$ cat config.mk
export PLATFORM = sky130hd
export DESIGN_NAME = irqd_regblock
export DESIGN_NICKNAME = d
export VERILOG_FILES = /design/src/rtl/irqd_pkg.sv /design/src/rtl/irqd_line_word.sv /design/src/rtl/irqd_route.sv /design/src/rtl/irqd_regblock.sv
export SDC_FILE = /design/constraint.sdc
export NUM_CORES = 1
export LEC_CHECK = 0
export ABC_AREA = 1
export BUFFER_PORTS_ARGS = -buffer_cell sky130_fd_sc_hd__buf_2
export CORE_ASPECT_RATIO = 0.7
export CORE_MARGIN = 10
export CORE_UTILIZATION = 38
export DETAILED_ROUTE_END_ITERATION = 8
export PLACE_DENSITY = 0.64
export SYNTH_ARGS = -nofsm -noshare
export SYNTH_HDL_FRONTEND = slang
export SYNTH_SLANG_ARGS = --single-unit
$ cat constraint.sdc
create_clock -name clk -period 4.4 [get_ports clk]
set_clock_uncertainty 0.2 [all_clocks]
set_input_delay 0.88 -clock clk [delete_from_list [all_inputs] [get_ports clk]]
set_output_delay 0.88 -clock clk [all_outputs]
set_load 0.02 [all_outputs]
$ cat src/rtl/irqd_pkg.sv
// Package: shared constants and register region codes for the interrupt
// distributor register block. Assumes 32 lines per bank word.
package irqd_pkg;
    localparam int LINES_PER_WORD = 32;

    typedef enum logic [2:0] {
        RG_NONE,
        RG_CTRL,
        RG_IDENT,
        RG_SETEN,
        RG_CLREN,
        RG_CLRPEND,
        RG_CFG,
        RG_TGT
    } irqd_region_e;
endpackage

$ cat src/rtl/irqd_line_word.sv
// Module: irqd_line_word
// Holds enable, edge latch, trigger mode and target masks for one bank of
// 32 lines, and reports which CPUs this bank requests.
// Assumes: irq_in is synchronous to clk; write strobes are one-hot and
// already decoded for this bank. PRIVATE banks have fixed mode and targets.
module irqd_line_word #(
    parameter int NUM_CPUS = 2,
    parameter bit PRIVATE  = 1'b0
) (
    input  logic                       clk,
    input  logic                       rst_n,
    input  logic [31:0]                irq_in,
    input  logic [31:0]                wdata,
    input  logic                       set_en_we,
    input  logic                       clr_en_we,
    input  logic                       clr_pend_we,
    input  logic [1:0]                 cfg_we,
    input  logic [7:0]                 tgt_we,
    output logic [31:0]                en_q,
    output logic [31:0]                pend,
    output logic [31:0]                edge_cfg,
    output logic [31:0][NUM_CPUS-1:0]  tgt,
    output logic [NUM_CPUS-1:0]        cpu_hit
);
    logic [31:0] prev_in;
    logic [31:0] edge_latch;
    logic [31:0] rise;
    logic [31:0] clr_mask;

    // Enable bits: write-one-to-set and write-one-to-clear
    always_ff @(posedge clk) begin
        if (!rst_n) begin
            en_q <= '0;
        end else if (set_en_we) begin
            en_q <= en_q | wdata;
        end else if (clr_en_we) begin
            en_q <= en_q & ~wdata;
        end
    end

    // Previous input sample for rising-edge detection
    always_ff @(posedge clk) begin
        if (!rst_n) prev_in <= '0;
        else        prev_in <= irq_in;
    end

    assign rise     = irq_in & ~prev_in;
    assign clr_mask = clr_pend_we ? wdata : '0;

    // Edge latch: set by a rising edge, cleared by clear-pending, dropped in level mode
    always_ff @(posedge clk) begin
        if (!rst_n) edge_latch <= '0;
        else        edge_latch <= ((edge_latch & ~clr_mask) | rise) & edge_cfg;
    end

    // Pending view: latched event for edge lines, the raw input for level lines
    assign pend = (edge_cfg & edge_latch) | (~edge_cfg & irq_in);

    generate
        if (PRIVATE) begin : g_fixed
            // Fixed mode and targets for per-CPU lines
            always_comb begin
                edge_cfg = '0;
                for (int i = 0; i < 32; i++) tgt[i] = '1;
            end
        end else begin : g_prog
            logic [31:0]               cfg_q;
            logic [31:0][NUM_CPUS-1:0] tgt_q;

            // Trigger mode: odd bits of the two config words of this bank
            always_ff @(posedge clk) begin
                if (!rst_n) begin
                    cfg_q <= '1;
                end else begin
                    for (int h = 0; h < 2; h++) begin
                        if (cfg_we[h]) begin
                            for (int k = 0; k < 16; k++) cfg_q[16*h+k] <= wdata[2*k+1];
                        end
                    end
                end
            end

            // Target masks: one byte lane per line, four lines per word
            always_ff @(posedge clk) begin
                if (!rst_n) begin
                    for (int i = 0; i < 32; i++) tgt_q[i] <= NUM_CPUS'(1);
                end else begin
                    for (int s = 0; s < 8; s++) begin
                        if (tgt_we[s]) begin
                            for (int j = 0; j < 4; j++) tgt_q[4*s+j] <= wdata[8*j +: NUM_CPUS];
                        end
                    end
                end
            end

            assign edge_cfg = cfg_q;
            assign tgt      = tgt_q;
        end
    endgenerate

    // Per-CPU request of this bank
    always_comb begin
        cpu_hit = '0;
        for (int k = 0; k < NUM_CPUS; k++) begin
            for (int i = 0; i < 32; i++) begin
                cpu_hit[k] = cpu_hit[k] | (pend[i] & en_q[i] & tgt[i][k]);
            end
        end
    end

    AST_SET_EN_SETS: assert property (@(posedge clk) disable iff (!rst_n)
        set_en_we |=> ((en_q & $past(wdata)) == $past(wdata)));
    AST_CLR_EN_CLEARS: assert property (@(posedge clk) disable iff (!rst_n)
        clr_en_we |=> ((en_q & $past(wdata)) == 32'h0));
    AST_EDGE_HOLDS: assert property (@(posedge clk) disable iff (!rst_n)
        (!clr_pend_we && cfg_we == 2'b00) |=>
            (((pend & edge_cfg) & $past(pend & edge_cfg)) == $past(pend & edge_cfg)));
endmodule

$ cat src/rtl/irqd_route.sv
// Module: irqd_route
// Merges the per-bank CPU requests and gates them with the global enable.
// It drives one registered request output per CPU.
// Assumes: hit_a is already the AND of pending, enable and target per line.
module irqd_route #(
    parameter int NUM_WORDS = 2,
    parameter int NUM_CPUS  = 2
) (
    input  logic                                 clk,
    input  logic                                 rst_n,
    input  logic                                 dist_en,
    input  logic [NUM_WORDS-1:0][NUM_CPUS-1:0]   hit_a,
    output logic [NUM_CPUS-1:0]                  cpu_irq
);
    logic [NUM_CPUS-1:0] any_hit;

    // OR the requests of all banks per CPU
    always_comb begin
        any_hit = '0;
        for (int w = 0; w < NUM_WORDS; w++) any_hit = any_hit | hit_a[w];
    end

    // Registered, globally gated request outputs
    always_ff @(posedge clk) begin
        if (!rst_n)       cpu_irq <= '0;
        else if (dist_en) cpu_irq <= any_hit;
        else              cpu_irq <= '0;
    end

    AST_QUIET_WHEN_OFF: assert property (@(posedge clk) disable iff (!rst_n)
        !dist_en |=> (cpu_irq == '0));
endmodule

$ cat src/rtl/irqd_regblock.sv
// Module: irqd_regblock (top)
// Memory-mapped interrupt distributor state: global enable, identification,
// set/clear enable, clear-pending, trigger mode and CPU targets.
// Assumes: single-cycle wr_en/rd_en strobes, word-aligned byte addresses,
// NUM_WORDS in 1..32 and NUM_CPUS in 1..8. Bank 0 holds per-CPU lines.
module irqd_regblock #(
    parameter int NUM_WORDS = 2,
    parameter int NUM_CPUS  = 2,
    localparam int NUM_LINES = NUM_WORDS * irqd_pkg::LINES_PER_WORD
) (
    input  logic                  clk,
    input  logic                  rst_n,
    input  logic [11:0]           addr,
    input  logic [31:0]           wdata,
    input  logic                  wr_en,
    input  logic                  rd_en,
    output logic [31:0]           rdata,
    input  logic [NUM_LINES-1:0]  irq_in,
    output logic [NUM_CPUS-1:0]   cpu_irq
);
    import irqd_pkg::*;

    logic [9:0]   waddr;
    irqd_region_e region;
    logic [7:0]   idx;
    logic         ctrl_en;
    logic [31:0]  rd_val;

    logic [NUM_WORDS-1:0][31:0]                en_a;
    logic [NUM_WORDS-1:0][31:0]                pend_a;
    logic [NUM_WORDS-1:0][31:0]                cfg_a;
    logic [NUM_WORDS-1:0][31:0][NUM_CPUS-1:0]  tgt_a;
    logic [NUM_WORDS-1:0][NUM_CPUS-1:0]        hit_a;

    assign waddr = addr[11:2];

    // Address decode into region and word index
    always_comb begin
        region = RG_NONE;
        idx    = '0;
        if (waddr == 10'd0) begin
            region = RG_CTRL;
        end else if (waddr == 10'd1) begin
            region = RG_IDENT;
        end else if (waddr[9:5] == 5'h02) begin
            region = RG_SETEN;
            idx    = {3'b000, waddr[4:0]};
        end else if (waddr[9:5] == 5'h03) begin
            region = RG_CLREN;
            idx    = {3'b000, waddr[4:0]};
        end else if (waddr[9:5] == 5'h04) begin
            region = RG_CLRPEND;
            idx    = {3'b000, waddr[4:0]};
        end else if (waddr[9:6] == 4'h3) begin
            region = RG_CFG;
            idx    = {2'b00, waddr[5:0]};
        end else if (waddr[9:8] == 2'b01) begin
            region = RG_TGT;
            idx    = waddr[7:0];
        end
    end

    // Global distributor enable
    always_ff @(posedge clk) begin
        if (!rst_n)                          ctrl_en <= 1'b0;
        else if (wr_en && region == RG_CTRL) ctrl_en <= wdata[0];
    end

    generate
        for (genvar w = 0; w < NUM_WORDS; w++) begin : g_bank
            logic       set_en_we;
            logic       clr_en_we;
            logic       clr_pend_we;
            logic [1:0] cfg_we;
            logic [7:0] tgt_we;

            assign set_en_we   = wr_en && region == RG_SETEN   && idx == 8'(w);
            assign clr_en_we   = wr_en && region == RG_CLREN   && idx == 8'(w);
            assign clr_pend_we = wr_en && region == RG_CLRPEND && idx == 8'(w);
            for (genvar h = 0; h < 2; h++) begin : g_cfgwe
                assign cfg_we[h] = wr_en && region == RG_CFG && idx == 8'(2*w+h);
            end
            for (genvar s = 0; s < 8; s++) begin : g_tgtwe
                assign tgt_we[s] = wr_en && region == RG_TGT && idx == 8'(8*w+s);
            end

            irqd_line_word #(
                .NUM_CPUS (NUM_CPUS),
                .PRIVATE  (w == 0)
            ) i_word (
                .clk         (clk),
                .rst_n       (rst_n),
                .irq_in      (irq_in[32*w +: 32]),
                .wdata       (wdata),
                .set_en_we   (set_en_we),
                .clr_en_we   (clr_en_we),
                .clr_pend_we (clr_pend_we),
                .cfg_we      (cfg_we),
                .tgt_we      (tgt_we),
                .en_q        (en_a[w]),
                .pend        (pend_a[w]),
                .edge_cfg    (cfg_a[w]),
                .tgt         (tgt_a[w]),
                .cpu_hit     (hit_a[w])
            );
        end
    endgenerate

    irqd_route #(
        .NUM_WORDS (NUM_WORDS),
        .NUM_CPUS  (NUM_CPUS)
    ) i_route (
        .clk     (clk),
        .rst_n   (rst_n),
        .dist_en (ctrl_en),
        .hit_a   (hit_a),
        .cpu_irq (cpu_irq)
    );

    // Read data selection for the addressed word
    always_comb begin
        rd_val = '0;
        case (region)
            RG_CTRL:  rd_val[0] = ctrl_en;
            RG_IDENT: begin
                rd_val[4:0] = 5'(NUM_WORDS - 1);
                rd_val[7:5] = 3'(NUM_CPUS - 1);
            end
            RG_SETEN, RG_CLREN: begin
                for (int w = 0; w < NUM_WORDS; w++) if (idx == 8'(w)) rd_val = en_a[w];
            end
            RG_CLRPEND: begin
                for (int w = 0; w < NUM_WORDS; w++) if (idx == 8'(w)) rd_val = pend_a[w];
            end
            RG_CFG: begin
                for (int w = 0; w < NUM_WORDS; w++) begin
                    for (int h = 0; h < 2; h++) begin
                        if (idx == 8'(2*w+h)) begin
                            for (int k = 0; k < 16; k++) rd_val[2*k+1] = cfg_a[w][16*h+k];
                        end
                    end
                end
            end
            RG_TGT: begin
                for (int w = 0; w < NUM_WORDS; w++) begin
                    for (int s = 0; s < 8; s++) begin
                        if (idx == 8'(8*w+s)) begin
                            for (int j = 0; j < 4; j++) rd_val[8*j +: NUM_CPUS] = tgt_a[w][4*s+j];
                        end
                    end
                end
            end
            default: rd_val = '0;
        endcase
    end

    // Registered read data, loaded only on a read strobe
    always_ff @(posedge clk) begin
        if (!rst_n)     rdata <= '0;
        else if (rd_en) rdata <= rd_val;
    end

    AST_RDATA_HOLDS: assert property (@(posedge clk) disable iff (!rst_n)
        !rd_en |=> $stable(rdata));
endmodule

==> run metrics <==
max incr delay on CP=0.36 ns; Cells after Synth=1,746; P&R area growth vs syn=17.4%; Hold Fails Final Rpt=0; setup violators final=0; layout cell share with drive strength beyond 1=0.135; post-synthesis instance area=12,200 um^2; core area=31,500 um^2; Yosys cell types=42; Max clock buf depth=3; first-pass GRT wire length=76,700 um; commonest non-fill, non-tap cells in the layout=nand2_1, dfxtp_1, o21ai_0; Syn Nets=1,858; vias in the first global route=12,300; commonest non-fill, non-tap cell in the layout=nand2_1; # hold bufs at CTS=0; Worst Path Class, Setup=in -> reg; TNS Setup=0 ns; Final ANT Viol Nets=0; Post-CTS Setup Bufs=0; sequential element share of the synthesized area=0.424; post-CTS resize count=0; DR vias=13,200; CTS tree=yes; GR Util All Layers=0.251; critical path arrival=3.41 ns; maximum VDD drop=326 uV; Num CTS Buffers=28; dpl hpwl=37,200 um; Syn. warnings=0; DIE AREA=39,900 um^2; width of the die=234 um; CP dominant cell by count=nand2_1; status=completed; I/O Buffers=143; Via-to-Cell Ratio=5.73; drt pass-1 iters=8; Primary FF master, synth=dfxtp_1; CP Cell Sequence=buf_2, nor2_2, nand3_2, buf_4, nand2_1, nor2_2, o21bai_4, nand2_1, nand4_2, o21ai_0, nand3_1, nor2_1, nand4_1, nand2_1, nand2_1, nand2_1, a21oi_1; clk sinks=259; Reg clk slew, reported paths=0.06 ns; DIE HEIGHT=170 um; num ports=146; Final Max Tran Viols=0; Syn Area/Cell=7.01 um^2; Tot Pwr=0.00538 W; placed insts=2,255; worst relative slew slack=0.353; final WL=51,500 um; Starting DRT DRC Count=1,668; final worst path period share=0.730; Max Fclk=312 MHz; Placer Congestion=0.930; Req. time, crit path=4.60 ns; CTS HTree Levels=1; Hold/Removal Path Class=reg -> reg; ant diodes=0; # DRC=0; Skew-Pair Late Insertion Delay=0.56 ns; FFs w/ async S/R, synth=0; wire length per cell=22.4 um; Initial Util=0.389; max_cap viols=0; Finished Layout Cells=2,305; number of synthesized register bits=259; crit path capture type=flop; final net count=1,977; antenna violations before repair=1; fin util=0.456; crit path launch type=input pin; total grt overflow=0; min cycle time layout=3.21 ns; Max stage delay cell, worst path=nand2_1; largest net degree at the start of global routing=147; Root Buffer Master=clkbuf_16; FP Rows=54; LEAKAGE=6.54 nW; Least-Margin Pin Slew=0.961 ns; RSZ-0062 raised after global routing=false; Power Dens Cells=374 nW/um^2; Post-synth EDFFs=0; worst-path maximum fanout=12
## where the power goes
part           switching [W]  internal (W)
sequential         0.0000235       0.00240
combinational       0.000402      0.000157
clock               0.000997       0.00140
total                0.00142       0.00395
## synthesized netlist by cell type, types with 3 or more instances
cell type	number	area share
a22oi_1	19	0.012
inv_2	7	0.0021
o22ai_1	14	0.0072
nand4_1	13	0.0066
a21oi_1	165	0.067
o21ai_1	3	0.0012
o21ai_0	258	0.11
a22o_1	4	0.0029
a31oi_1	4	0.0020
a221oi_1	10	0.0072
nand2_1	394	0.12
o221ai_1	17	0.012
nor2_2	7	0.0036
or2_2	3	0.0015
clkbuf_1	71	0.022
nor4_1	5	0.0026
buf_2	17	0.0070
nor3_1	4	0.0016
o211ai_1	74	0.045
inv_1	190	0.058
nor2_1	92	0.028
a311oi_1	4	0.0029
dfxtp_1	259	0.42
nand3_1	85	0.035
## metrics by stage
| step | hold WS, ns | setup slack (ns) | instance area (um^2) |
|---|---|---|---|
| after detailed placement | 0.259 | 0.707 | 13400 |
| after floorplan | 0.234 | 1.56 | 12200 |
| after CTS | 0.266 | 1.26 | 14400 |
| after global routing | 0.291 | 0.964 | 14400 |
| final | 0.265 | 1.19 | 14400 |
| after global placement | 0.255 | 0.716 | 13400 |
## worst paths after layout
kind / from / endpoint / slack [ns] / depth (start not counted)
max reg2reg: g_bank[1].i_word.edge_cfg[25] / i_route.cpu_irq[0] / 1.70 / 9
max: addr[7] / rdata[16] / 1.19 / 17
min: rdata[25] / rdata[25] / 0.26 / 2
min reg2reg: rdata[25] / rdata[25] / 0.26 / 2
## cell type report
class	count	area, um^2
well taps	420	526
inverters	199	748
multi-input cells	1197	5940
clock inverters	5	66.3
repair buffers	180	1030
flip-flops and latches	259	5180
fillers	3263	17100
clock buffers	45	865
## critical path: cells and delay by family
| kind | cells | cell delay (ns) |
|---|---|---|
| compound gates | 3 | 0.42 |
| simple gates | 12 | 1.74 |
| buf+inv | 2 | 0.36 |
## logic make-up (layout without fill, tap and decap cells)
| family | count (synthesis) | in the layout | share of synthesized area |
|---|---|---|---|
| AOI/OAI and AO/OA | 579 | 579 | 0.271 |
| and+or+nand+nor | 618 | 618 | 0.213 |
| DFF | 259 | 259 | 0.424 |
| buffers and inverters | 290 | 429 | 0.0919 |
## metal layers
| metal | up-vias | wire length (um) | track usage |
|---|---|---|---|
| met1 | 6159 | 22800 | 0.369 |
| met2 | 818 | 21300 | 0.360 |
| met5 | - | 11 | 0 |
| li1 | 6148 | - | - |
| met3 | 86 | 6050 | 0.0470 |
| met4 | 2 | 1340 | 0.0753 |
Note: power is estimated with default switching activity, not from simulation.
